==> src/rtl/cfgp_pkg.sv <==
// Shared constants and types for the keyed configuration port.
// Assumes byte-wide register space with 8-bit indices.
package cfgp_pkg;
    typedef enum logic [1:0] {
        KEY_LOCKED = 2'd0,
        KEY_ARMED  = 2'd1,
        KEY_OPEN   = 2'd2
    } key_state_t;

    localparam logic [7:0] KEY_ENTER  = 8'h87;
    localparam logic [7:0] KEY_EXIT   = 8'hAA;
    localparam logic [7:0] IDX_LDN    = 8'h07;
    localparam logic [7:0] IDX_ID_HI  = 8'h20;
    localparam logic [7:0] IDX_ID_LO  = 8'h21;
    localparam logic [7:0] BANK_START = 8'h30;
    localparam logic [7:0] RD_IDLE    = 8'hFF;
endpackage

==> src/rtl/cfgp_unlock.sv <==
// Key sequencer and index register.
// Watches index-port writes: two consecutive enter keys unlock the space,
// the exit key locks it, and other writes while unlocked load the index.
// Assumes idx_wr is a single-cycle strobe qualified by the address decode.
module cfgp_unlock
    import cfgp_pkg::*;
(
    input  logic       clk,
    input  logic       rst_n,
    input  logic       idx_wr,
    input  logic [7:0] wdata,
    output logic       open_o,
    output logic [7:0] index_o
);
    key_state_t state_q;
    logic [7:0] index_q;

    // Advance the key sequence on each index-port write.
    always_ff @(posedge clk) begin
        if (!rst_n) begin
            state_q <= KEY_LOCKED;
        end else if (idx_wr) begin
            case (state_q)
                KEY_LOCKED: state_q <= (wdata == KEY_ENTER) ? KEY_ARMED : KEY_LOCKED;
                KEY_ARMED:  state_q <= (wdata == KEY_ENTER) ? KEY_OPEN  : KEY_LOCKED;
                KEY_OPEN:   state_q <= (wdata == KEY_EXIT)  ? KEY_LOCKED : KEY_OPEN;
                default:    state_q <= KEY_LOCKED;
            endcase
        end
    end

    // Load the register index from index-port writes made while unlocked.
    always_ff @(posedge clk) begin
        if (!rst_n) begin
            index_q <= 8'h00;
        end else if (idx_wr && state_q == KEY_OPEN && wdata != KEY_EXIT) begin
            index_q <= wdata;
        end
    end

    assign open_o  = (state_q == KEY_OPEN);
    assign index_o = index_q;
endmodule

==> src/rtl/cfgp_global.sv <==
// Global register file for indices below the banked area: the logical
// device selector, the read-only identifier and a run of scratch bytes.
// Assumes GLB_FIRST..GLB_FIRST+NUM_GLB-1 avoids the selector and ID indices
// and stays below the banked start.
module cfgp_global
    import cfgp_pkg::*;
#(
    parameter int          NUM_GLB     = 4,
    parameter logic [7:0]  GLB_FIRST   = 8'h22,
    parameter logic [11:0] CHIP_FAMILY = 12'hA23,
    parameter logic [3:0]  CHIP_REV    = 4'h1
) (
    input  logic       clk,
    input  logic       rst_n,
    input  logic       wr_en,
    input  logic [7:0] index,
    input  logic [7:0] wdata,
    output logic [7:0] ldn_o,
    output logic       hit_o,
    output logic [7:0] rd_val_o
);
    localparam logic [15:0] CHIP_ID = {CHIP_FAMILY, CHIP_REV};

    logic [7:0] ldn_q;
    logic [7:0] scr [NUM_GLB];

    // Hold the logical-device selector.
    always_ff @(posedge clk) begin
        if (!rst_n) begin
            ldn_q <= 8'h00;
        end else if (wr_en && index == IDX_LDN) begin
            ldn_q <= wdata;
        end
    end

    // One scratch byte per generated slot.
    for (genvar g = 0; g < NUM_GLB; g++) begin : g_scr
        logic [7:0] q;
        // Capture writes addressed to this scratch slot.
        always_ff @(posedge clk) begin
            if (!rst_n) begin
                q <= 8'h00;
            end else if (wr_en && index == GLB_FIRST + 8'(g)) begin
                q <= wdata;
            end
        end
        assign scr[g] = q;
    end

    // Select the read value for the current index and flag whether it exists.
    always_comb begin
        hit_o    = 1'b0;
        rd_val_o = 8'h00;
        if (index == IDX_LDN) begin
            hit_o    = 1'b1;
            rd_val_o = ldn_q;
        end else if (index == IDX_ID_HI) begin
            hit_o    = 1'b1;
            rd_val_o = CHIP_ID[15:8];
        end else if (index == IDX_ID_LO) begin
            hit_o    = 1'b1;
            rd_val_o = CHIP_ID[7:0];
        end else begin
            for (int i = 0; i < NUM_GLB; i++) begin
                if (index == GLB_FIRST + 8'(i)) begin
                    hit_o    = 1'b1;
                    rd_val_o = scr[i];
                end
            end
        end
    end

    assign ldn_o = ldn_q;
endmodule

==> src/rtl/cfgp_banks.sv <==
// Per-device register banks reached at indices from the banked start upward.
// The selector picks the bank; a selector beyond NUM_DEV maps to nothing.
// Assumes NUM_DEV and BANK_REGS are at least 2 and at most 256 - 0x30.
module cfgp_banks
    import cfgp_pkg::*;
#(
    parameter int NUM_DEV   = 4,
    parameter int BANK_REGS = 8
) (
    input  logic       clk,
    input  logic       rst_n,
    input  logic       wr_en,
    input  logic [7:0] ldn,
    input  logic [7:0] index,
    input  logic [7:0] wdata,
    output logic       hit_o,
    output logic [7:0] rd_val_o
);
    localparam int DEV_W = $clog2(NUM_DEV);
    localparam int REG_W = $clog2(BANK_REGS);
    localparam logic [7:0] NUM_DEV_B   = 8'(NUM_DEV);
    localparam logic [7:0] BANK_REGS_B = 8'(BANK_REGS);

    logic [7:0] mem [NUM_DEV][BANK_REGS];
    logic [7:0] off;
    logic       dev_ok;
    logic       reg_ok;

    assign off    = index - BANK_START;
    assign dev_ok = (ldn < NUM_DEV_B);
    assign reg_ok = (index >= BANK_START) && (off < BANK_REGS_B);
    assign hit_o  = dev_ok && reg_ok;

    // Store writes into the selected device's register.
    always_ff @(posedge clk) begin
        if (!rst_n) begin
            for (int d = 0; d < NUM_DEV; d++) begin
                for (int r = 0; r < BANK_REGS; r++) begin
                    mem[d][r] <= 8'h00;
                end
            end
        end else if (wr_en && hit_o) begin
            mem[ldn[DEV_W-1:0]][off[REG_W-1:0]] <= wdata;
        end
    end

    // Return the live value of the addressed banked register.
    always_comb begin
        rd_val_o = 8'h00;
        if (hit_o) begin
            rd_val_o = mem[ldn[DEV_W-1:0]][off[REG_W-1:0]];
        end
    end
endmodule

==> src/rtl/keyed_cfg_port.sv <==
// Top of the keyed configuration port. Decodes the index/data address
// pair, gates data access with the key sequencer and registers read data.
// Assumes read and write strobes are never active together.
module keyed_cfg_port
    import cfgp_pkg::*;
#(
    parameter int          ADDR_W      = 16,
    parameter logic [ADDR_W-1:0] BASE_LO = 'h2E,
    parameter logic [ADDR_W-1:0] BASE_HI = 'h4E,
    parameter int          NUM_DEV     = 4,
    parameter int          BANK_REGS   = 8,
    parameter int          NUM_GLB     = 4,
    parameter logic [7:0]  GLB_FIRST   = 8'h22,
    parameter logic [11:0] CHIP_FAMILY = 12'hA23,
    parameter logic [3:0]  CHIP_REV    = 4'h1
) (
    input  logic              clk,
    input  logic              rst_n,
    input  logic              strap_hi,
    input  logic [ADDR_W-1:0] bus_addr,
    input  logic              bus_wr,
    input  logic              bus_rd,
    input  logic [7:0]        bus_wdata,
    output logic [7:0]        bus_rdata
);
    logic [ADDR_W-1:0] base;
    logic idx_sel, dat_sel;
    logic cfg_open;
    logic [7:0] cur_index;
    logic [7:0] ldn;
    logic data_wr;
    logic glb_hit, bnk_hit;
    logic [7:0] glb_val, bnk_val, reg_val;
    logic [7:0] rdata_q;

    assign base    = strap_hi ? BASE_HI : BASE_LO;
    assign idx_sel = (bus_addr == base);
    assign dat_sel = (bus_addr == base + ADDR_W'(1));
    assign data_wr = bus_wr && dat_sel && cfg_open;

    cfgp_unlock u_unlock (
        .clk     (clk),
        .rst_n   (rst_n),
        .idx_wr  (bus_wr && idx_sel),
        .wdata   (bus_wdata),
        .open_o  (cfg_open),
        .index_o (cur_index)
    );

    cfgp_global #(
        .NUM_GLB     (NUM_GLB),
        .GLB_FIRST   (GLB_FIRST),
        .CHIP_FAMILY (CHIP_FAMILY),
        .CHIP_REV    (CHIP_REV)
    ) u_global (
        .clk      (clk),
        .rst_n    (rst_n),
        .wr_en    (data_wr),
        .index    (cur_index),
        .wdata    (bus_wdata),
        .ldn_o    (ldn),
        .hit_o    (glb_hit),
        .rd_val_o (glb_val)
    );

    cfgp_banks #(
        .NUM_DEV   (NUM_DEV),
        .BANK_REGS (BANK_REGS)
    ) u_banks (
        .clk      (clk),
        .rst_n    (rst_n),
        .wr_en    (data_wr),
        .ldn      (ldn),
        .index    (cur_index),
        .wdata    (bus_wdata),
        .hit_o    (bnk_hit),
        .rd_val_o (bnk_val)
    );

    // Merge the two register sources; unimplemented indices read zero.
    always_comb begin
        if (glb_hit)      reg_val = glb_val;
        else if (bnk_hit) reg_val = bnk_val;
        else              reg_val = 8'h00;
    end

    // Capture read data on each read strobe and hold it otherwise.
    always_ff @(posedge clk) begin
        if (!rst_n) begin
            rdata_q <= RD_IDLE;
        end else if (bus_rd) begin
            if (idx_sel)      rdata_q <= cfg_open ? cur_index : RD_IDLE;
            else if (dat_sel) rdata_q <= cfg_open ? reg_val : RD_IDLE;
            else              rdata_q <= RD_IDLE;
        end
    end

    assign bus_rdata = rdata_q;
endmodule

==> config.mk <==
export PLATFORM = sky130hd
export DESIGN_NAME = keyed_cfg_port
export DESIGN_NICKNAME = d
export VERILOG_FILES = /design/src/rtl/cfgp_pkg.sv /design/src/rtl/cfgp_unlock.sv /design/src/rtl/cfgp_global.sv /design/src/rtl/cfgp_banks.sv /design/src/rtl/keyed_cfg_port.sv
export SDC_FILE = /design/constraint.sdc
export NUM_CORES = 1
export LEC_CHECK = 0
export BUFFER_PORTS_ARGS = -buffer_cell sky130_fd_sc_hd__buf_2
export CAP_MARGIN = 15
export CORE_MARGIN = 2
export CORE_UTILIZATION = 30
export CTS_BUF_LIST = sky130_fd_sc_hd__clkbuf_8
export DETAILED_ROUTE_END_ITERATION = 10
export PLACE_DENSITY = 0.47
export SLEW_MARGIN = 5
export SYNTH_ARGS = -nofsm -noshare
export SYNTH_HDL_FRONTEND = slang
export SYNTH_SLANG_ARGS = --single-unit
==> constraint.sdc <==
create_clock -name clk -period 2.7 [get_ports clk]
set_clock_uncertainty 0.2 [all_clocks]
set_input_delay 0.135 -clock clk [delete_from_list [all_inputs] [get_ports clk]]
set_output_delay 0.135 -clock clk [all_outputs]
set_load 0.01 [all_outputs]
Word level (Yosys, flattened, before mapping)
Memory sizes are Yosys's and may differ from the RTL's. A register that Yosys moved wholly into a read port is not among the register bits.
Cells that the tools add are included.
{"block": "op_classes", "n_reduce_logical": 16, "eq_ne": 14, "bitwise": 1, "addsub": 2, "magnitude_cmp": 5, "mux": 39}
{"cell": "2-to-1 mux 64 bit", "n": 3}
{"cell": "2-to-1 mux 8 bit", "n": 16}
{"cell": "OR reduction 64 bit", "n": 1}
{"cell": "== test 8 x 6 -> 1 bit, second input constant", "n": 6}
{"cell": "binary-select mux 8 bit (select 3 bit)", "n": 1}
{"cell": "demux 8 bit (select 3 bit)", "n": 1}
{"cell": "== test 16 x 7 -> 1 bit", "n": 1}
{"cell": "== test 16 x 8 -> 1 bit", "n": 1}
{"cell": "== test 8 bit, second input constant", "n": 2}
{"cell": "logical AND 1 bit", "n": 14}
{"cell": "2-to-1 mux 1 bit", "n": 11}
{"cell": "2-to-1 mux 2 bit", "n": 5}
{"cell": "adder 7 x 1 -> 8 bit, second input constant", "n": 1}
{"cell": "== test 8 x 3 -> 1 bit, second input constant", "n": 1}
{"cell": "greater-or-equal comparator 8 x 6 -> 1 bit, second input constant", "n": 1}
{"cell": "< comparator 8 x 3 -> 1 bit, second input constant", "n": 1}
{"cell": "< comparator 8 x 4 -> 1 bit, second input constant", "n": 1}
{"cell": "!= test 8 bit, second input constant", "n": 1}
{"cell": "subtractor 8 x 6 -> 8 bit, second input constant", "n": 1}
{"cell": "2-to-1 mux 7 bit", "n": 1}
{"cell": "one-hot mux 2 bit (3 select lines)", "n": 1}
{"cell": "greater-or-equal comparator 4 bit, second input constant", "n": 1}
{"cell": "< comparator 4 x 1 -> 1 bit, second input constant", "n": 1}
{"cell": "inverter 3 -> 4 bit", "n": 1}
{"cell": "other kinds (3)", "n": 3}
{"block": "word_totals", "mem_bits_rw": 256, "wordCells": 86, "out_inout_bits": 8, "n_memories": 1, "reg_bits": 58, "inputBits": 29}
{"name": "u_banks.mem", "words": 4, "word_bits": 64, "read_ports": 1, "rd_ports_with_merged_regs": 1, "wr": 4, "line": "cfgp_banks.sv:24", "source": "logic [7:0] mem [NUM_DEV][BANK_REGS];"}

Logic depth before layout (Yosys ltp)
Gate-level depths: netlist (run 1).
{"block": "logic_depth", "depth_word": 12, "depth_mapped": 9, "ltp_nobuf": 6}

By module
From an unflattened synthesis (run 1), not the netlist that was laid out.
{"block": "unflattened", "hier_cells": 1192, "area_unflattened_um2": 15431.0}
{"mod": "cfgp_banks", "n_inst": 1, "cells_each": 846, "seq_area_each_um2": 7687.4, "area_each_um2": 12348.1}
{"mod": "cfgp_global", "n_inst": 1, "cells_each": 226, "seq_area_each_um2": 800.8, "area_each_um2": 2040.7}
{"mod": "keyed_cfg_port", "n_inst": 1, "cells_each": 69, "seq_area_each_um2": 160.2, "area_each_um2": 560.5}
{"mod": "cfgp_unlock", "n_inst": 1, "cells_each": 51, "seq_area_each_um2": 200.2, "area_each_um2": 481.7}

Worst setup path after synthesis (run 1)
OpenSTA, ideal clock, no wires.
{"block": "synth_path", "kind": "flip-flop to flip-flop", "start": "reg u_unlock.index_q[7] (netlist: u_unlock.index_o[7])", "end": "mem u_banks.mem[2][10] in the netlist's numbering (enable)", "path_stages_with_launch": 8, "arrival_time_ps": 2289, "synth_period_minus_slack_ps": 2823, "slack_ps": -123, "required_ps": 2166, "n_path_buf": 2, "setup_time_ps": 334, "cell_sequence": "dfxtp_1 nor4b_1 nand3_1 or4_1 buf_6 buf_12 nor3_4 nand2b_1"}
{"item": "start, declared", "line": "cfgp_unlock.sv:16", "source": "logic [7:0] index_q;"}
{"item": "start signal, assigned", "line": "cfgp_unlock.sv:37", "source": "index_q <= wdata;"}
{"item": "end, declared", "line": "cfgp_banks.sv:24"}

==> metrics.cfg, run 1 <==
[global_routing]
grt_pass1_vias = 10200
grt_overflow_total = 0
antenna_found_initial = 0
grt_max_degree = 53
grt.total_usage = 0.176
grt_pass1_wl_um = 68000

[routing]
totalWireLength_um = 45700
initialDrtViolationCount = 673
via_per_inst = 4.87
firstDrtPassIters = 5
wl_per_cell_um = 22.4
num_vias = 9944
drc_errors = 0
antenna_left = 0

[clocking]
cts_tree = yes
htreeDepth = 2
clockBufferDepth = 3
clkTransAtPathRegs_ns = 0.06
clk-insertion-delay-late_ns = 0.64
root_buffer = clkbuf_8
clock-sinks = 316
cts_made_buffers = 55

[synth]
syn_avg_cell_area_sq_um = 13.1
synth_top_area_frac = 0.506
ys_warn_count = 0
synth_edf_count = 256
seq_area_frac_synth = 0.585
synth_area_sq_um = 15200
synthArstFlopShare = 0
synthFlopType = edfxtp_1
ys_ff_latch = 316
synth_nets = 1193
synth_area_leader_cell = edfxtp_1
ys_types = 56
synth_area_leaders = edfxtp_1 (51%), and2_1 (11%), dfxtp_1 (7.9%)
synth_cells = 1164

[pwr]
power.density_nw_per_um2 = 548
power_leakage_nw = 7.00
ir_worst_vdd_mv = 0.303
finalPower_w = 0.0102

[floorplanning]
core_sq_um = 50100
row_count = 82
start_util = 0.303
io_pins = 37
dieArea_sq_um = 52500
die_y_um = 229
die_w_um = 229

[flow_run]
cap_violations = 0

[min_path]
hold-path-endpoint = u_global.g_scr[3].q[3]$_SDFFE_PN0P_
whs_path_depth = 4
hold_class = input port to flop
hold_start = bus_wdata[3]

[place]
dp_hpwl_um = 29200
globalplace.congestion = 0.860
dpl_worst_slack_ns = -0.246
portBuffers = 36

[timing]
final.min_clock_period_ns = 2.66
setup_viol_count_final = 0
rsz0062_at_grt = yes
finalHoldViolCount = 0
max_freq_mhz = 376
finalWorstSetupSlack_ns = 0.0398
worstMarginPinSlew_ns = 1.22
hold_ws_ns = 0.0656
relSlewSlack = 0.188
finalCritPeriodShare = 0.985
final_max_slew_viol_count = 0

[setup_path]
crit_type = flop to flop
crit_required_ns = 2.83
path_max_fanout = 14
start_kind = flop
critPathArrivalTime_ns = 2.79
rr_startpoint = u_unlock.state_q[0]$_SDFFE_PN0P_
worst_r2r_endpoint = u_banks.mem[2][41]$_SDFFCE_PN0P_
regToRegSetupSlack_ns = 0.04
r2r_cells = 6
cp-end-kind = flop

[layout]
final_cell_mix = and2_1 (258), edfxtp_1 (256), buf_4 (114)
post-route-util = 0.370
nNetsFinal = 1350
drive_gt1_frac = 0.260
syn_to_final_growth_pct = 21.9
final_common_cell = and2_1

[run_status]
outcome = completed

## kinds of logic after synthesis
group,synth area share
buffers and inverters,0.0260
flip-flops,0.585
multiplexers,0.131
AND/OR/NAND/NOR,0.214
AO/OA/AOI/OAI,0.0445
## metrics by stage
stage               setup TNS (ns)  area (sq um)  cells
global route                 -2.07         18500   2039
floorplan                    -1.50         15300   1164
global placement            -59.77         17000   1914
finish                           0         18500   2041
detailed placement          -63.09         17000   1914
CTS                          -3.83         18400   2040
## state kept, by name, indices dropped and copies added (netlist names), named ones only
name and count:
u_unlock.index_o 8, bus_rdata 8, u_unlock.state_q 2, u_banks.mem 256, u_global.g_scr.q 32, u_global.ldn_o 8
## power by group
part | total (W) | switching, W | leakage, nW | internal [W]
combinational | 0.000476 | 0.000329 | 3.45 | 0.000147
sequential | 0.00553 | 0.0000795 | 2.92 | 0.00545
clock | 0.00415 | 0.00202 | 0.633 | 0.00213
total | 0.0102 | 0.00243 | 7.00 | 0.00772
## area by class of cell
| class | count | area, sq um |
|---|---|---|
| clock buffers | 60 | 826 |
| flip-flops and latches | 316 | 8900 |
| inverters | 8 | 30.0 |
| repair buffers | 181 | 1500 |
| well taps | 672 | 841 |
| fillers | 4875 | 31600 |
| multi-input cells | 759 | 6220 |
| clock inverters | 43 | 196 |
| diodes | 2 | 5.00 |
## worst max-delay path, cell delays in order, from the launching register on
cell and delay [ns]:
dfxtp_1 0.31, nand2b_4 0.14, or4_4 0.44, or4_4 0.57, buf_16 0.23, nor3_4 0.22, nand2b_4 0.23
## how the worst max path moves through the flow
stage / depth (start not counted) / startpoint / end / slack [ns]
after floorplan: 8 / bus_addr[9] / u_banks.mem[0][48]$_SDFFCE_PN0P_ / -0.01
after global placement: 8 / strap_hi / u_banks.mem[2][48]$_SDFFCE_PN0P_ / -0.24
after detailed placement: 8 / strap_hi / u_banks.mem[0][36]$_SDFFCE_PN0P_ / -0.25
after global routing: 7 / u_unlock.state_q[0]$_SDFFE_PN0P_ / u_banks.mem[0][13]$_SDFFCE_PN0P_ / -0.04
after CTS: 7 / u_unlock.state_q[0]$_SDFFE_PN0P_ / u_banks.mem[0][36]$_SDFFCE_PN0P_ / -0.06
final: 6 / u_unlock.state_q[0]$_SDFFE_PN0P_ / u_banks.mem[2][41]$_SDFFCE_PN0P_ / 0.04
## routing by layer
layer | vias up | wire [um] | GRT usage
li1 | 4594 | - | -
met2 | 271 | 20600 | 0.271
met3 | 81 | 2660 | 0.0371
met4 | 0 | 1190 | 0.0534
met1 | 4998 | 21300 | 0.249
met5 | - | 0 | 0
## synth_stat cells, types with 10 or more instances
cell / instances
nor3_1: 15
nand2_1: 36
nor3_4: 30
nand3_1: 17
buf_1: 10
mux2i_1: 105
nor2_1: 80
edfxtp_1: 256
o21ai_0: 16
a21oi_1: 10
clkbuf_1: 59
dfxtp_1: 60
a22oi_1: 22
nand2b_1: 36
mux4_2: 41
and2_1: 258
## what timing repair did
action | 4_1_cts | 5_1_grt
setup endpoints to repair | 244 | 353
hold buffers | 19 | 0
pin swaps | 4 | 10
buffers inserted | 2 | 0
cloned | 2 | 0
resized for setup | 23 | 17
hold endpoints to repair | 51 | 0
Power figures use the tool's default switching activity.
==> run 2, diff against run 1 <==
--- a/config.mk
+++ b/config.mk
@@ -12,6 +12,7 @@
 export CTS_BUF_LIST = sky130_fd_sc_hd__clkbuf_8
 export DETAILED_ROUTE_END_ITERATION = 10
 export PLACE_DENSITY = 0.47
+export SETUP_SLACK_MARGIN = 0.3
 export SLEW_MARGIN = 5
 export SYNTH_ARGS = -nofsm -noshare
 export SYNTH_HDL_FRONTEND = slang
==> run 2 against run 1 <==
Routed wire length rose by 0.40%. Via count fell by 0.80%. Core utilization up 0.32 points. Total power rose by 0.68%. Maximum frequency down 1.5%. Sequential power about the same. Sequential cell count did not move. Clock power rose by 2%. Critical endpoint is now u_banks.mem[0][48]$_SDFFCE_PN0P_. Largest cell class unchanged. The run now ends with setup timing left. Critical path type unchanged. Global-route usage about the same. Combinational power increased by 0.8%.
==> metrics.cfg, run 2 (synthesis gave the netlist of run 1 again) <==
[pwr]
internal-power_w = 0.00775  ; +0.37%
p_seq_frac = 0.540  ; -0.004
p_sw_w = 0.00247  ; +1.7%
combPwrFrac = 0.047  ; about the same
power_leakage_nw = 7.01  ; +0.20%
ir_worst_vdd_mv = 0.292  ; -3.6%
finalPower_w = 0.0102  ; +0.68%
power.density_nw_per_um2 = 547  ; -0.18%
pwr-share-clk = 0.413  ; +0.004
sw_frac_of_total = 0.242  ; +0.00231

[place]
portBuffers = 36  ; unchanged
dp_hpwl_um = 29500  ; +0.91%
globalplace.congestion = 0.824  ; -4.2%
dpl.cell_count = 1913  ; -0.052%

[min_path]
hold-path-endpoint = u_unlock.state_q[1]$_SDFFE_PN0P_
hold_start = bus_addr[15]
whs_path_depth = 7  ; +3
hold_class = input port to flop

[floorplanning]
row_count = 82  ; unchanged
die_y_um = 229  ; unchanged
core_sq_um = 50100  ; unchanged
start_util = 0.303  ; unchanged
io_pins = 37  ; unchanged
dieArea_sq_um = 52500  ; unchanged
die_w_um = 229  ; unchanged

[layout]
regMostFlops = u_banks.mem
syn_to_final_growth_pct = 22.9
drive_gt1_frac = 0.267  ; +0.00746
final_common_cell = edfxtp_1
stdcell_count = 2043  ; +0.098%
reg_top3 = u_banks.mem (256), u_global.g_scr.q (32)
nNetsFinal = 1353  ; +0.22%
largest_register_ffs = 256  ; unchanged
n_fill_cell = 4837  ; -0.78%
final_cell_mix = edfxtp_1 (256), and2_1 (250), mux2i_1 (105)

[setup_path]
rr_startpoint = u_unlock.state_q[0]$_SDFFE_PN0P_
worstPathCellList = nand2b_4 -> or4_4 -> or4_4 -> buf_12 -> buf_12 -> nor3_4 -> nand2b_4
crit_required_ns = 2.83  ; about the same
worstSetupStartpoint = u_unlock.state_q[0]$_SDFFE_PN0P_
worst_r2r_endpoint = u_banks.mem[0][48]$_SDFFCE_PN0P_
critPathArrivalTime_ns = 2.83  ; +0.04 ns
crit_type = flop to flop
path_max_fanout = 10  ; -4
crit_slowest_cell = or4_4
cp-end-kind = flop
cpPeakStageDelay_ns = 0.53  ; -0.04 ns
cp_top_family = simple AND/OR/NAND/NOR gates
regToRegSetupSlack_ns = -0.001  ; -0.04 ns
start_kind = flop
r2r_cells = 7  ; +1
critPathBufInv = 2  ; +1

[clocking]
clock-sinks = 316  ; unchanged
cts_tree = yes
clkTransAtPathRegs_ns = 0.06  ; about the same
cts_made_buffers = 56  ; +1.8%
htreeDepth = 2  ; unchanged
clockBufferDepth = 3  ; unchanged
clk-insertion-delay-late_ns = 0.66  ; +0.02 ns
root_buffer = clkbuf_8

[global_routing]
grt_pass1_vias = 10100  ; -0.84%
grt_pass1_wl_um = 67800  ; -0.28%
grt_max_degree = 53  ; unchanged
antenna_found_initial = 0  ; unchanged
grt_overflow_total = 0  ; unchanged
grt.total_usage = 0.176  ; about the same

[routing]
firstDrtPassIters = 5  ; unchanged
antenna_left = 0  ; unchanged
totalWireLength_um = 45900  ; +0.40%
via_per_inst = 4.83  ; -0.90%
initialDrtViolationCount = 778  ; +16%
wl_per_cell_um = 22.5  ; +0.30%
num_vias = 9864  ; -0.80%
drc_errors = 0  ; unchanged

[timing]
final_max_slew_viol_count = 0  ; unchanged
worstMarginPinSlew_ns = 0.694  ; -0.524 ns
final.min_clock_period_ns = 2.70  ; +0.0409 ns
finalCritPeriodShare = 1.00  ; +0.0151
rsz0062_at_grt = yes
finalHoldViolCount = 0  ; unchanged
setup_viol_count_final = 2  ; +2
finalWorstSetupSlack_ns = -0.00104  ; -0.0409 ns
fin_tns_setup_ns = -0.00200  ; -0.00200 ns
max_freq_mhz = 370  ; -1.5%
relSlewSlack = 0.537  ; +0.350

[run_status]
outcome = complete, but fails checks
violations = setup timing

[flow_run]
cap_violations = 0  ; unchanged

[run 2: cell types whose count changed in the layout (fill, tap and decap cells not counted), sizes merged]
cell          previous run  this run
buf                    163       161
clkbuf                  60        62
clkinv                  15        23
clkinvlp                 0         2
diode                    2         1
dlygate4sd3             17        19
dlymetal6s4s             1         2
inv                     35        25
[run 2: tightest hold or removal path, stage by stage]
cell       delay [ns]
buf_2            0.08
nor2_1           0.04
o2111ai_1        0.29
nor3_4           0.09
o21ai_0          0.07
nand2_1          0.05
a21oi_1          0.14
[run 2: what timing repair did]
action                                  in CTS  in global routing
pin swaps                                    0                  2
hold buffers                                21                  0
gates resized for setup                      7                 41
endpoints found under the setup margin     527                568
cloned                                       1                  1
buffers inserted                             0                  2
endpoints found under the hold margin       58                  0
[run 2: through the flow]
stage          instance area (sq um)  hold WS [ns]   util  setup slack, ns
5_1_grt                        18700         0.157  0.373          -0.0569
2_1_floorplan                  15500         0.145      -            0.100
3_5_place_dp                   17200         0.278  0.343           -0.272
6_report                       18700         0.103  0.373         -0.00104
3_3_place_gp                   17200         0.266  0.343           -0.287
4_1_cts                        18500       0.00791  0.369          0.00477
[run 2: worst max path at each step]
stage	to	cells past startpoint
finish	u_banks.mem[0][48]$_SDFFCE_PN0P_	7
detailed placement	u_banks.mem[0][44]$_SDFFCE_PN0P_	9
CTS	u_banks.mem[1][7]$_SDFFCE_PN0P_	6
global route	u_banks.mem[1][63]$_SDFFCE_PN0P_	7
floorplan	u_banks.mem[0][0]$_SDFFCE_PN0P_	8
global placement	u_banks.mem[3][35]$_SDFFCE_PN0P_	9
[run 2: layout make-up]
type | count | area (sq um) | share of cell area
Sequential cell | 316 | 8900 | 0.477
Multi-Input combinational cell | 759 | 6270 | 0.336
Timing Repair Buffer | 183 | 1590 | 0.0849
Tap cell | 672 | 841 | 0.0450
Clock buffer | 61 | 840 | 0.0450
Clock inverter | 43 | 203 | 0.0109
Inverter | 8 | 30.0 | 0.00161
Antenna cell | 1 | 2.50 | 0.000134
[run 2: routing by layer]
| layer | vias to the layer above | global-route usage | part of all wire |
|---|---|---|---|
| li1 | 4587 | - | - |
| met1 | 4913 | 0.241 | 0.46 |
| met2 | 289 | 0.277 | 0.46 |
| met3 | 75 | 0.0406 | 0.059 |
| met4 | 0 | 0.0554 | 0.027 |
| met5 | - | 0 | 0 |
[run 2: power by group through the flow]
stage	registers (W)	clock network, W	logic, W
final	0.00552	0.00422	0.000480
after global routing	0.00553	0.00454	0.000509
after CTS	0.00552	0.00434	0.000482
after detailed placement	0.00562	0	0.000462
after global placement	0.00562	0	0.000461
after floorplan	0.00558	0	0.000256
